**config.mk**
```make
export PLATFORM = sky130hd
export DESIGN_NAME = nib_acc_datapath
export DESIGN_NICKNAME = d
export VERILOG_FILES = /design/src/rtl/nib_acc_pkg.sv /design/src/rtl/nib_adder.sv /design/src/rtl/nib_alu_unit.sv /design/src/rtl/nib_acc_datapath.sv
export SDC_FILE = /design/constraint.sdc
export NUM_CORES = 1
export LEC_CHECK = 0
export ABC_AREA = 1
export BUFFER_PORTS_ARGS = -buffer_cell sky130_fd_sc_hd__buf_2
export CELL_PAD_IN_SITES_DETAIL_PLACEMENT = 0
export CELL_PAD_IN_SITES_GLOBAL_PLACEMENT = 1
export CORE_ASPECT_RATIO = 1.25
export CORE_UTILIZATION = 33
export DETAILED_ROUTE_END_ITERATION = 7
export GPL_ROUTABILITY_DRIVEN = 0
export GPL_TIMING_DRIVEN = 0
export PLACE_DENSITY = 0.76
export SLEW_MARGIN = 25
export SYNTH_ARGS = -nofsm -noshare
export SYNTH_HDL_FRONTEND = slang
export SYNTH_SLANG_ARGS = --single-unit
export TNS_END_PERCENT = 5
```
**constraint.sdc**
```tcl
create_clock -name clk -period 2.8 [get_ports clk]
set_input_delay 0.28 -clock clk [delete_from_list [all_inputs] [get_ports clk]]
set_output_delay 0.28 -clock clk [all_outputs]
set_load 0.01 [all_outputs]
```
**src/rtl/nib_acc_pkg.sv**
```systemverilog
package nib_acc_pkg;
    typedef enum logic [2:0] {
        OP_PASS_ACC = 3'd0,
        OP_PASS_OPD = 3'd1,
        OP_ADD      = 3'd2,
        OP_SUB      = 3'd3,
        OP_NOR      = 3'd4
    } alu_op_e;
endpackage

```
**src/rtl/nib_adder.sv**
```systemverilog
module nib_adder #(
    parameter int W = 4
) (
    input  logic [W-1:0] a_in,
    input  logic [W-1:0] b_in,
    input  logic         invert_b,
    input  logic         cin,
    output logic [W-1:0] sum,
    output logic         cout
);
    logic [W:0]   chain;
    logic [W-1:0] b_eff;

    assign chain[0] = cin;
    assign b_eff    = invert_b ? ~b_in : b_in;

    for (genvar i = 0; i < W; i++) begin : g_bit
        assign sum[i]     = a_in[i] ^ b_eff[i] ^ chain[i];
        assign chain[i+1] = (a_in[i] & b_eff[i]) | (chain[i] & (a_in[i] ^ b_eff[i]));
    end

    assign cout = chain[W];
endmodule

```
**src/rtl/nib_alu_unit.sv**
```systemverilog
module nib_alu_unit
    import nib_acc_pkg::*;
#(
    parameter int W = 4
) (
    input  logic [2:0]   op_sel,
    input  logic         carry_in,
    input  logic [W-1:0] acc_val,
    input  logic [W-1:0] opnd,
    output logic [W-1:0] result,
    output logic         carry_out
);
    logic [W-1:0] add_sum;
    logic         add_cout;
    logic         is_sub;

    assign is_sub = (op_sel == OP_SUB);

    nib_adder #(.W(W)) u_add (
        .a_in     (acc_val),
        .b_in     (opnd),
        .invert_b (is_sub),
        .cin      (carry_in),
        .sum      (add_sum),
        .cout     (add_cout)
    );

    always_comb begin
        result    = acc_val;
        carry_out = 1'b0;
        case (op_sel)
            OP_PASS_OPD: result = opnd;
            OP_ADD, OP_SUB: begin
                result    = add_sum;
                carry_out = add_cout;
            end
            OP_NOR:      result = ~(acc_val | opnd);
            default:     result = acc_val;
        endcase
    end

    always_comb begin
        if (op_sel == OP_NOR) begin
            a_nor_nocarry_r6: assert (carry_out == 1'b0);
        end
    end
endmodule

```
**src/rtl/nib_acc_datapath.sv**
```systemverilog
module nib_acc_datapath
    import nib_acc_pkg::*;
#(
    parameter int W = 4
) (
    input  logic         clk,
    input  logic         rst_n,
    input  logic [2:0]   op_sel,
    input  logic         carry_in,
    input  logic         acc_load,
    input  logic         flag_load,
    input  logic [W-1:0] operand,
    output logic [W-1:0] acc,
    output logic [W-1:0] alu_res,
    output logic         flag_c,
    output logic         flag_z
);
    typedef struct packed {
        logic [W-1:0] acc;
        logic         c;
        logic         z;
    } dp_state_t;

    dp_state_t st_d, st_q;
    logic      unit_cout;

    nib_alu_unit #(.W(W)) u_alu (
        .op_sel    (op_sel),
        .carry_in  (carry_in),
        .acc_val   (st_q.acc),
        .opnd      (operand),
        .result    (alu_res),
        .carry_out (unit_cout)
    );

    always_comb begin
        st_d = st_q;
        if (acc_load) begin
            st_d.acc = alu_res;
        end
        if (flag_load) begin
            st_d.c = unit_cout;
            st_d.z = (alu_res == '0);
        end
    end

    always_ff @(posedge clk) begin
        if (!rst_n) begin
            st_q <= '0;
        end else begin
            st_q <= st_d;
        end
    end

    assign acc    = st_q.acc;
    assign flag_c = st_q.c;
    assign flag_z = st_q.z;

    p_acc_hold_r9: assert property (@(posedge clk) disable iff (!rst_n)
        !acc_load |=> $stable(acc));
    p_acc_take_r9: assert property (@(posedge clk) disable iff (!rst_n)
        acc_load |=> (acc == $past(alu_res)));
    p_flag_hold_r8: assert property (@(posedge clk) disable iff (!rst_n)
        !flag_load |=> ($stable(flag_c) && $stable(flag_z)));
    p_zero_flag_r7: assert property (@(posedge clk) disable iff (!rst_n)
        flag_load |=> (flag_z == ($past(alu_res) == '0)));
    p_nor_carry_r6: assert property (@(posedge clk) disable iff (!rst_n)
        (flag_load && op_sel == OP_NOR) |=> !flag_c);
    p_cmp_keep_r5: assert property (@(posedge clk) disable iff (!rst_n)
        (op_sel == OP_SUB && !acc_load) |=> $stable(acc));
endmodule

```
==> load_flow_metrics.sql, run 1 <==
INSERT INTO impl_metrics (metric_group, metric, value, unit) VALUES
('status', 'run_status', 'finished, final reports clean', ''),
('drt', 'wl', '1350', 'µm'),
('floorplan', 'design.core.area', '1790', 'µm²'),
('global_routing', 'gr-total-overflow', '0', ''),
('setup_path', 'crit_arrival', '2.41', 'ns'),
('logic_synthesis', 'synth_commonest_cells', 'sky130_fd_sc_hd__inv_1 (15), sky130_fd_sc_hd__nand2_1 (12), sky130_fd_sc_hd__nor2_1 (8)', ''),
('sta', 'slew_headroom', '83.3', '%'),
('sta', 'finalCriticalPeriod', '2.69', 'ns'),
('drt', 'first_pass_iters', '4', ''),
('logic_synthesis', 'synth_area_per_cell', '7.32', 'µm²'),
('sta', 'tightestPinTransition', '0.249', 'ns'),
('logic_synthesis', 'synth_enable_flop_cells', '0', ''),
('logic_synthesis', 'synth.yosys.seq_area_share', '18.9', '%'),
('logic_synthesis', 'netlist_instances', '87', ''),
('floorplan', 'design.portCount', '22', ''),
('power_and_ir_drop', 'power_per_cell_area', '388', 'nW/µm²'),
('power_and_ir_drop', 'post-layout-total-power', '318', 'µW'),
('logic_synthesis', 'yosys.cell_types.count', '22', ''),
('logic_synthesis', 'ys_async_sr_fraction', '0', '%'),
('logic_synthesis', 'post_synth_main_area_contributors', 'sky130_fd_sc_hd__dfxtp_1 (19%), sky130_fd_sc_hd__fa_1 (13%), sky130_fd_sc_hd__inv_1 (8.8%)', ''),
('drt', 'routed_via_density', '4.65', ''),
('floorplan', 'core.rowCount', '17', ''),
('setup_path', 'endpoint_kind_of_the_worst_setup_timing_path', 'output pin', ''),
('worst_hold_path', 'worstHoldPathType', 'in2reg', ''),
('placement', 'io_buffers', '20', ''),
('power_and_ir_drop', 'power_leakage', '0.442', 'nW'),
('floorplan', 'chipWidth', '41.3', 'µm'),
('setup_path', 'cell_type_of_the_slowest_stage_on_the_worst_timing_path', 'sky130_fd_sc_hd__fa_1', ''),
('setup_path', 'critPathKind', 'in2out', ''),
('global_routing', 'grt.total_usage', '14.3', '%'),
('clock_network', 'tritoncts.num_buffers', '3', ''),
('drt', 'wire_per_inst', '10.3', 'µm'),
('floorplan', 'die_footprint', '2110', 'µm²'),
('placement', 'pre_cts_slack', '-0.154', 'ns'),
('logic_synthesis', 'syn_nets', '103', ''),
('logic_synthesis', 'synth.ff_latch_count', '6', ''),
('sta', 'finalSetupViolations', '0', ''),
('setup_path', 'critical_path_buf_inv_count', '5', ''),
('floorplan', 'floorplan.initialDensity', '35.6', '%'),
('setup_path', 'critical_path.top_delay_family', 'adder cells', ''),
('setup_path', 'path_cells', 'buf_2, inv_4, nand3_4, xnor2_2, fa_2, inv_2, fa_1, inv_1, fa_2, fa_1, nand2_2, nand3b_4, buf_6', ''),
('sta', 'final-hold-violation-count', '0', ''),
('clock_network', 'numClockSinks', '6', ''),
('placement', 'place_hpwl', '1160', 'µm'),
('sta', 'timing.fmax', '372', 'MHz'),
('sta', 'finClkSkew', '0.00227', 'ns'),
('clock_network', 'cts-root-to-sink-buffers', '2', ''),
('final_layout', 'fin_nets', '130', ''),
('setup_path', 'cp_data_required_time', '2.52', 'ns'),
('clock_network', 'latest_clock_arrival_within_the_worst_skew_pair', '0.24', 'ns'),
('global_routing', 'first_global_vias', '495', ''),
('job', 'maxCapViolations', '0', ''),
('setup_path', 'worst_path_largest_cell_delay', '0.44', 'ns'),
('global_routing', 'grt_start_max_net_pins', '9', ''),
('logic_synthesis', 'synth_top_area_share', '18.9', '%'),
('logic_synthesis', 'synthMostInstantiatedCell', 'sky130_fd_sc_hd__inv_1', ''),
('final_layout', 'area_delta_synth_final', '28.7', '%'),
('global_routing', 'first_pass_grt_wire_length', '2060', 'µm'),
('clock_network', 'htreeDepth', '1', ''),
('logic_synthesis', 'ys.flop_type', 'sky130_fd_sc_hd__dfxtp_1', ''),
('final_layout', 'antenna-diode-count', '0', ''),
('clock_network', 'clkTransAtPathRegs', '0.04', 'ns'),
('sta', 'final.setup.worst_slack', '0.111', 'ns'),
('power_and_ir_drop', 'peakVddDrop', '259', 'µV'),
('drt', 'postRouteAntennaNets', '0', ''),
('clock_network', 'clock_tree.root_cell', 'sky130_fd_sc_hd__clkbuf_4', ''),
('setup_path', 'cp-start-kind', 'primary input', ''),
('drt', 'remaining_drc_errors', '0', ''),
('floorplan', 'die-height', '51.1', 'µm'),
('sta', 'final_min_period_over_clock_period', '96.0', '%'),
('logic_synthesis', 'yosys_warnings', '0', '');
[kinds of logic (layout without fill, tap and decap cells)]
kind of cell             count (synthesis)  in the layout  synth area share (%)
flip-flops                               6              6                  18.9
buffers and inverters                   19             44                  12.4
adder cells (fa/ha/maj)                  4              4                  12.6
XOR/XNOR                                 4              4                  5.50
AO/OA/AOI/OAI                           11             11                  9.23
AND/OR/NAND/NOR                         43             43                  41.5
[cells in the final DEF (no fill, tap or decap)]
master,instances
sky130_fd_sc_hd__nor2_2,2
sky130_fd_sc_hd__buf_4,2
sky130_fd_sc_hd__nand2_2,4
sky130_fd_sc_hd__a21oi_1,3
sky130_fd_sc_hd__o21ai_0,4
sky130_fd_sc_hd__inv_1,14
sky130_fd_sc_hd__inv_4,1
sky130_fd_sc_hd__nand2_1,12
sky130_fd_sc_hd__buf_6,2
sky130_fd_sc_hd__nor2_4,1
sky130_fd_sc_hd__fa_1,2
sky130_fd_sc_hd__fa_2,2
sky130_fd_sc_hd__nor2_1,8
sky130_fd_sc_hd__nand3_4,1
sky130_fd_sc_hd__xor2_1,2
sky130_fd_sc_hd__xnor2_1,1
sky130_fd_sc_hd__buf_2,19
sky130_fd_sc_hd__o21ai_1,3
sky130_fd_sc_hd__nand3_1,6
sky130_fd_sc_hd__dfxtp_1,6
sky130_fd_sc_hd__clkbuf_4,3
sky130_fd_sc_hd__nand2_4,1
sky130_fd_sc_hd__inv_2,3
sky130_fd_sc_hd__xnor2_2,1
sky130_fd_sc_hd__nand3b_4,2
sky130_fd_sc_hd__nand3_2,1
sky130_fd_sc_hd__a21oi_2,1
sky130_fd_sc_hd__nand4_1,5
[metal layers]
| metal | part of all wire [%] | vias up | global-route usage [%] | wire [µm] |
|---|---|---|---|---|
| li1 | - | 328 | - | - |
| met4 | 0 | 0 | 0 | 0 |
| met1 | 45 | 267 | 19.1 | 606 |
| met2 | 51 | 14 | 22.4 | 685 |
| met3 | 4.4 | 0 | 6.52 | 59 |
| met5 | 0 | - | 0 | 0 |
[report_power, final]
group / internal, mW / switching, mW
clock: 0.0484 / 0.0307
combinational: 0.0609 / 0.0768
sequential: 0.0930 / 0.00803
total: 0.202 / 0.116
[state kept, by name (all words and copies together), names as in the netlist]
signal / cells
acc: 4
flag_c: 1
flag_z: 1
[worst paths after layout]
kind | startpoint | to | slack, ns | cells after the start
worst max-delay path | op_sel[2] | alu_res[3] | 0.11 | 13
worst min-delay path | flag_load | flag_c | 0.26 | 2
worst max register to register | acc[0] | flag_z | 0.52 | 11
worst min register to register | flag_z | flag_z | 0.48 | 2
[metrics by stage]
step                util (%)  area (µm²)  setup TNS [ns]  cells  hold slack [ns]
floorplan                  -         637               0     87            0.373
global placement        42.6         761          -0.208    126            0.462
detailed placement      42.6         761          -0.226    126            0.481
CTS                     45.0         803               0    131            0.260
global route            45.9         820        -0.00126    131            0.264
finish                  45.9         820               0    131            0.264
[cell type report]
cell class	instances	area, µm²
plain buffers	1	11.3
clock buffers	3	22.5
fillers	209	967
inverters	18	70.1
multi-input cells	62	450
flip-flops and latches	6	120
well taps	19	23.8
repair buffers	22	121
[what timing repair did]
| action | CTS | global route |
|---|---|---|
| setup endpoints to repair | 1 | 1 |
| pin swaps | 1 | 1 |
| buffers inserted | 2 | 0 |
| resized for setup | 3 | 3 |
Power figures use the tool's default switching activity.
==> run 2, diff against run 1 <==
Settings changed: PLACE_DENSITY 0.76 to 0.81.
==> run 2 against run 1 <==
  * Non-clock buffer count stayed put
  * Combinational power hardly changed
  * Clock skew is 0.0021 ns lower
  * Via count is 4.3% higher
  * First-iteration DRC count is 29% higher
  * Wire length is 5.3% higher
  * Register-to-register slack worse by 0.04 ns
  * Hold slack worse by 0.0018 ns
  * Flip-flop and latch count stayed put
  * Largest power group unchanged
  * Critical path type unchanged
  * Largest cell class unchanged
  * Worst setup slack worse by 0.022 ns
  * Sequential share of layout area is 0.090 points higher
==> load_flow_metrics.sql, run 2 (synthesized netlist as in run 1, its figures left out) <==
INSERT INTO impl_metrics (metric_group, metric, value, unit) VALUES
('status', 'run_status', 'finished, final reports clean', ''),
('final_layout', 'largest_register_ff_count', '4', ''),
('floorplan', 'die_footprint', '2110', 'µm²'),
('global_routing', 'first_global_vias', '609', ''),
('clock_network', 'clock_tree.root_cell', 'sky130_fd_sc_hd__clkbuf_4', ''),
('final_layout', 'top_library_cells_by_usage_in_the_layout_fill_and_taps_aside', 'sky130_fd_sc_hd__buf_2 (18), sky130_fd_sc_hd__inv_1 (14), sky130_fd_sc_hd__nand2_1 (12)', ''),
('floorplan', 'design.portCount', '22', ''),
('placement', 'dpl.cell_count', '126', ''),
('clock_network', 'htreeDepth', '1', ''),
('setup_path', 'endpoint_kind_of_the_worst_setup_timing_path', 'output pin', ''),
('final_layout', 'fin_nets', '130', ''),
('setup_path', 'critPathMaxFanout', '6', ''),
('setup_path', 'regToRegSetupSlack', '0.48', 'ns'),
('final_layout', 'layout_commonest_cell', 'sky130_fd_sc_hd__buf_2', ''),
('final_layout', 'area_delta_synth_final', '27.9', '%'),
('sta', 'tightestPinTransition', '0.250', 'ns'),
('power_and_ir_drop', 'power_leakage', '0.436', 'nW'),
('placement', 'io_buffers', '20', ''),
('sta', 'final-hold-violation-count', '0', ''),
('clock_network', 'tritoncts.num_buffers', '3', ''),
('worst_hold_path', 'hold_path_depth', '2', ''),
('sta', 'finalCriticalPeriod', '2.71', 'ns'),
('final_layout', 'fillCellCount', '203', ''),
('drt', 'wire_per_inst', '10.9', 'µm'),
('sta', 'final.setup.worst_slack', '0.0898', 'ns'),
('final_layout', 'area_taken_by_multi_input_logic_gates', '443', 'µm²'),
('floorplan', 'die-height', '51.1', 'µm'),
('sta', 'grt_setup_unrepaired', 'no', ''),
('floorplan', 'design.core.area', '1790', 'µm²'),
('clock_network', 'numClockSinks', '6', ''),
('clock_network', 'tritoncts', 'yes', ''),
('drt', 'first_pass_iters', '4', ''),
('drt', 'drtIter0Drc', '9', ''),
('global_routing', 'grt.total_usage', '17.0', '%'),
('drt', 'remaining_drc_errors', '0', ''),
('sta', 'slew_headroom', '83.2', '%'),
('clock_network', 'latest_clock_arrival_within_the_worst_skew_pair', '0.25', 'ns'),
('sta', 'finalMaxSlewViolations', '0', ''),
('drt', 'vias', '635', ''),
('setup_path', 'crit_arrival', '2.43', 'ns'),
('global_routing', 'grt_start_max_net_pins', '9', ''),
('global_routing', 'first_pass_grt_wire_length', '2480', 'µm'),
('clock_network', 'cts-root-to-sink-buffers', '2', ''),
('setup_path', 'critPathKind', 'in2out', ''),
('final_layout', 'layout.area.seq', '120', 'µm²'),
('clock_network', 'clkTransAtPathRegs', '0.04', 'ns'),
('final_layout', 'finish.instance_area', '815', 'µm²'),
('final_layout', 'final_layout_size_suffix_gt1_share', '40.2', '%'),
('final_layout', 'antenna-diode-count', '0', ''),
('placement', 'place_hpwl', '1170', 'µm'),
('job', 'maxCapViolations', '0', ''),
('power_and_ir_drop', 'post-layout-total-power', '320', 'µW'),
('drt', 'wl', '1420', 'µm'),
('final_layout', 'finish.cell_count_without_fillers', '131', ''),
('power_and_ir_drop', 'power_per_cell_area', '393', 'nW/µm²'),
('global_routing', 'gr-total-overflow', '0', ''),
('setup_path', 'cell_count_of_the_worst_reg_to_reg_path', '11', ''),
('drt', 'postRouteAntennaNets', '0', ''),
('clock_network', 'hold_buffers', '0', ''),
('floorplan', 'floorplan.initialDensity', '35.6', '%'),
('placement', 'pre_cts_slack', '-0.188', 'ns'),
('drt', 'routed_via_density', '4.85', ''),
('setup_path', 'cp_data_required_time', '2.52', 'ns'),
('global_routing', 'antenna_violations_before_repair', '0', ''),
('sta', 'timing.fmax', '369', 'MHz'),
('floorplan', 'chipWidth', '41.3', 'µm'),
('sta', 'final_min_period_over_clock_period', '96.8', '%'),
('power_and_ir_drop', 'peakVddDrop', '305', 'µV'),
('floorplan', 'core.rowCount', '17', ''),
('sta', 'finClkSkew', '0.000141', 'ns'),
('sta', 'finalSetupViolations', '0', ''),
('worst_hold_path', 'worstHoldPathType', 'in2reg', ''),
('setup_path', 'cp-start-kind', 'primary input', ''),
('placement', 'dpl-instance-area', '761', 'µm²');
## run 2: cell counts in the layout (fill, tap and decap cells not counted)
Identical to the previous run, type by type.
## run 2: final cells by class
cell class                 instances  share of cell area [%]
timing repair buffer              22                    15.2
inverter                          18                    8.60
tap                               19                    2.92
sequential                         6                    14.7
multi-input combinational         62                    54.4
clock buffer                       3                    2.76
buffer                             1                    1.38
## run 2: routing by layer
| layer | track usage, % | part of all wire, % | vias to the layer above |
|---|---|---|---|
| li1 | - | - | 326 |
| met1 | 20.8 | 43 | 289 |
| met3 | 6.52 | 6.5 | 0 |
| met5 | 0 | 0 | - |
| met2 | 27.6 | 51 | 20 |
| met4 | 3.23 | 0 | 0 |
## run 2: path summary, 6_finish.rpt
path                              endpoint       from
worst max register to register      flag_z     acc[0]
worst max-delay path            alu_res[3]  op_sel[2]
worst min-delay path                flag_c  flag_load
worst min register to register      flag_z     flag_z
## run 2: metrics by stage
step | TNS (ns) | utilization [%] | hold slack [ns]
global route | 0 | 45.6 | 0.283
detailed placement | -0.316 | 42.6 | 0.468
global placement | -0.190 | 42.6 | 0.461
finish | 0 | 45.6 | 0.262
CTS | 0 | 45.6 | 0.267
floorplan | 0 | - | 0.373
## run 2: report_power, final
group	switching [mW]	leakage [nW]	total, mW	internal, mW
clock	0.0316	0.0138	0.0801	0.0485
sequential	0.00803	0.0496	0.101	0.0930
combinational	0.0779	0.373	0.139	0.0610
## run 2: critical path, stage by stage
cell and delay, ns:
sky130_fd_sc_hd__buf_4 0.14, sky130_fd_sc_hd__inv_4 0.06, sky130_fd_sc_hd__nand3_4 0.07, sky130_fd_sc_hd__xnor2_1 0.14, sky130_fd_sc_hd__fa_2 0.34, sky130_fd_sc_hd__inv_2 0.07, sky130_fd_sc_hd__fa_1 0.16, sky130_fd_sc_hd__inv_1 0.05
sky130_fd_sc_hd__fa_2 0.33, sky130_fd_sc_hd__fa_1 0.45, sky130_fd_sc_hd__nand2_2 0.10, sky130_fd_sc_hd__nand3b_4 0.09, sky130_fd_sc_hd__buf_6 0.13
## run 2: what timing repair did
item | 4_1_cts | 5_1_grt
pin swaps | 2 | 1
buffers inserted | 2 | 0
endpoints found under the setup margin | 1 | 1
gates resized for setup | 6 | 0
==> run 3, diff against run 2 <==
Settings changed: CORE_UTILIZATION 33 to 30, CTS_BUF_LIST set to sky130_fd_sc_hd__clkbuf_8, PLACE_DENSITY 0.81 to 0.75.
==> run 3 against run 2 <==
  * Global-route usage decreased by 2.8 points
  * Largest cell class unchanged
  * Hold slack improved by 0.026 ns
  * Via count decreased by 1.1%
  * Critical path depth unchanged
  * Cell count increased by 0.76%
  * Highest routed layer is now met4
  * Total power increased by 16%
  * Clock skew increased by 0.0018 ns
  * Flip-flop and latch count unchanged
==> load_flow_metrics.sql, run 3 (synthesized netlist as in run 1, its figures left out) <==
INSERT INTO impl_metrics (metric_group, metric, value, unit) VALUES
('drt', 'routed_via_density', '4.76', ''),
('floorplan', 'core.rowCount', '18', ''),
('global_routing', 'grt_start_max_net_pins', '9', ''),
('clock_network', 'hold_buffers', '0', ''),
('power_and_ir_drop', 'power_leakage', '0.451', 'nW'),
('setup_path', 'worst_path_largest_cell_delay', '0.47', 'ns'),
('sta', 'finalMaxSlewViolations', '0', ''),
('global_routing', 'first_pass_grt_wire_length', '2450', 'µm'),
('final_layout', 'layout_commonest_cell', 'sky130_fd_sc_hd__buf_2', ''),
('drt', 'remaining_drc_errors', '0', ''),
('final_layout', 'area_delta_synth_final', '32.6', '%'),
('clock_network', 'clkTransAtPathRegs', '0.03', 'ns'),
('clock_network', 'latest_clock_arrival_within_the_worst_skew_pair', '0.22', 'ns'),
('sta', 'finClkSkew', '0.00190', 'ns'),
('clock_network', 'tritoncts.num_buffers', '3', ''),
('setup_path', 'critPathKind', 'in2out', ''),
('sta', 'timing.fmax', '367', 'MHz'),
('setup_path', 'cp_data_required_time', '2.52', 'ns'),
('final_layout', 'fin_nets', '130', ''),
('sta', 'final.setup.worst_slack', '0.0789', 'ns'),
('final_layout', 'largest_register_ff_count', '4', ''),
('setup_path', 'crit_arrival', '2.44', 'ns'),
('global_routing', 'gr-total-overflow', '0', ''),
('setup_path', 'critPathMaxFanout', '6', ''),
('clock_network', 'htreeDepth', '1', ''),
('final_layout', 'final_core_util', '42.6', '%'),
('floorplan', 'design.core.area', '1980', 'µm²'),
('setup_path', 'endpoint_kind_of_the_worst_setup_timing_path', 'output pin', ''),
('sta', 'final-hold-violation-count', '0', ''),
('sta', 'tightestPinTransition', '0.319', 'ns'),
('setup_path', 'worstSetupEndpoint', 'alu_res[3]', ''),
('floorplan', 'die_footprint', '2310', 'µm²'),
('setup_path', 'r2r_start', 'acc[0]', ''),
('clock_network', 'cts-root-to-sink-buffers', '2', ''),
('job', 'maxCapViolations', '0', ''),
('setup_path', 'path_cells', 'buf_4, inv_4, nand3_4, xnor2_2, fa_2, inv_2, fa_1, inv_1, fa_2, fa_1, nand2_2, nand3b_4, buf_6', ''),
('final_layout', 'top_library_cells_by_usage_in_the_layout_fill_and_taps_aside', 'sky130_fd_sc_hd__buf_2 (17), sky130_fd_sc_hd__inv_1 (14), sky130_fd_sc_hd__nand2_1 (12)', ''),
('clock_network', 'numClockSinks', '6', ''),
('clock_network', 'tritoncts', 'yes', ''),
('drt', 'first_pass_iters', '4', ''),
('final_layout', 'antenna-diode-count', '0', ''),
('setup_path', 'cell_type_of_the_slowest_stage_on_the_worst_timing_path', 'sky130_fd_sc_hd__fa_1', ''),
('power_and_ir_drop', 'peakVddDrop', '294', 'µV'),
('clock_network', 'clock_tree.root_cell', 'sky130_fd_sc_hd__clkbuf_8', ''),
('setup_path', 'critical_r2r_capture', 'flag_z', ''),
('drt', 'wl', '1450', 'µm'),
('sta', 'slew_headroom', '78.6', '%'),
('worst_hold_path', 'worstHoldPathType', 'in2reg', ''),
('floorplan', 'die-height', '53.5', 'µm'),
('global_routing', 'grt.total_usage', '14.2', '%'),
('setup_path', 'cp-start-kind', 'primary input', ''),
('placement', 'place_hpwl', '1150', 'µm'),
('setup_path', 'worstSetupStartpoint', 'op_sel[2]', ''),
('drt', 'wire_per_inst', '11.0', 'µm'),
('floorplan', 'design.portCount', '22', ''),
('drt', 'postRouteAntennaNets', '0', ''),
('sta', 'finalSetupViolations', '0', ''),
('floorplan', 'chipWidth', '43.2', 'µm'),
('power_and_ir_drop', 'power_per_cell_area', '439', 'nW/µm²'),
('global_routing', 'first_global_vias', '582', ''),
('sta', 'grt_setup_unrepaired', 'yes', ''),
('setup_path', 'regToRegSetupSlack', '0.47', 'ns'),
('status', 'run_status', 'finished, final reports clean', ''),
('placement', 'io_buffers', '20', ''),
('sta', 'finalCriticalPeriod', '2.72', 'ns'),
('floorplan', 'floorplan.initialDensity', '32.1', '%'),
('drt', 'drtIter0Drc', '6', ''),
('setup_path', 'cell_count_of_the_worst_reg_to_reg_path', '11', ''),
('final_layout', 'final_layout_size_suffix_gt1_share', '41.1', '%'),
('global_routing', 'antenna_violations_before_repair', '0', ''),
('drt', 'vias', '628', ''),
('sta', 'final_min_period_over_clock_period', '97.2', '%'),
('placement', 'pre_cts_slack', '-0.174', 'ns');
-- run 3: how the worst min path moves through the flow --
stage	slack [ns]	endpoint	cells past startpoint	startpoint
4_1_cts	0.29	flag_c	2	flag_load
2_1_floorplan	0.37	flag_c	1	flag_load
5_1_grt	0.31	flag_c	2	flag_load
6_report	0.29	flag_c	2	flag_load
3_5_place_dp	0.47	flag_z	2	flag_z
3_3_place_gp	0.46	flag_z	2	flag_z
-- run 3: critical path, delay by kind of cell --
kind,cells,cell delay [ns]
and+or+nand+nor,3,0.27
adders and majority gates,4,1.29
buffers and inverters,5,0.45
xor gates and xnor gates,1,0.14
-- run 3: where the power goes --
part           total, mW  internal, mW  leakage (nW)  switching, mW
Combinational      0.140        0.0618         0.380         0.0779
Clock              0.129        0.0923        0.0216         0.0370
Sequential         0.101        0.0932        0.0496        0.00823
Total              0.371         0.247         0.451          0.123
-- run 3: layout make-up --
| class | instances | area, µm² |
|---|---|---|
| Buffer | 1 | 11.3 |
| Clock buffer | 3 | 41.3 |
| Fill cell | 214 | 1140 |
| Inverter | 18 | 70.1 |
| Multi-Input combinational cell | 62 | 450 |
| Sequential cell | 6 | 120 |
| Tap cell | 20 | 25.0 |
| Timing Repair Buffer | 22 | 126 |
-- run 3: per-stage QoR --
step | TNS [ns] | total power, mW | area (µm²) | hold WS (ns) | std cells
floorplan | 0 | 0.191 | 637 | 0.373 | 87
global placement | -0.252 | 0.234 | 762 | 0.462 | 127
detailed placement | -0.284 | 0.234 | 762 | 0.468 | 127
CTS | 0 | 0.370 | 823 | 0.292 | 132
global route | -0.0389 | 0.399 | 845 | 0.307 | 132
finish | 0 | 0.371 | 845 | 0.288 | 132
-- run 3: metal layers --
metal	vias to the layer above	GRT usage, %	wire [µm]
li1	329	-	-
met1	280	16.9	623
met2	16	24.6	755
met3	3	5.12	61
met4	0	3.03	6
met5	-	0	0
-- run 3: repair_timing --
item                       4_1_cts  5_1_grt
setup endpoints to repair        1        1
pin swaps                        1        1
gates resized for setup          3        6
buffers inserted                 2        0
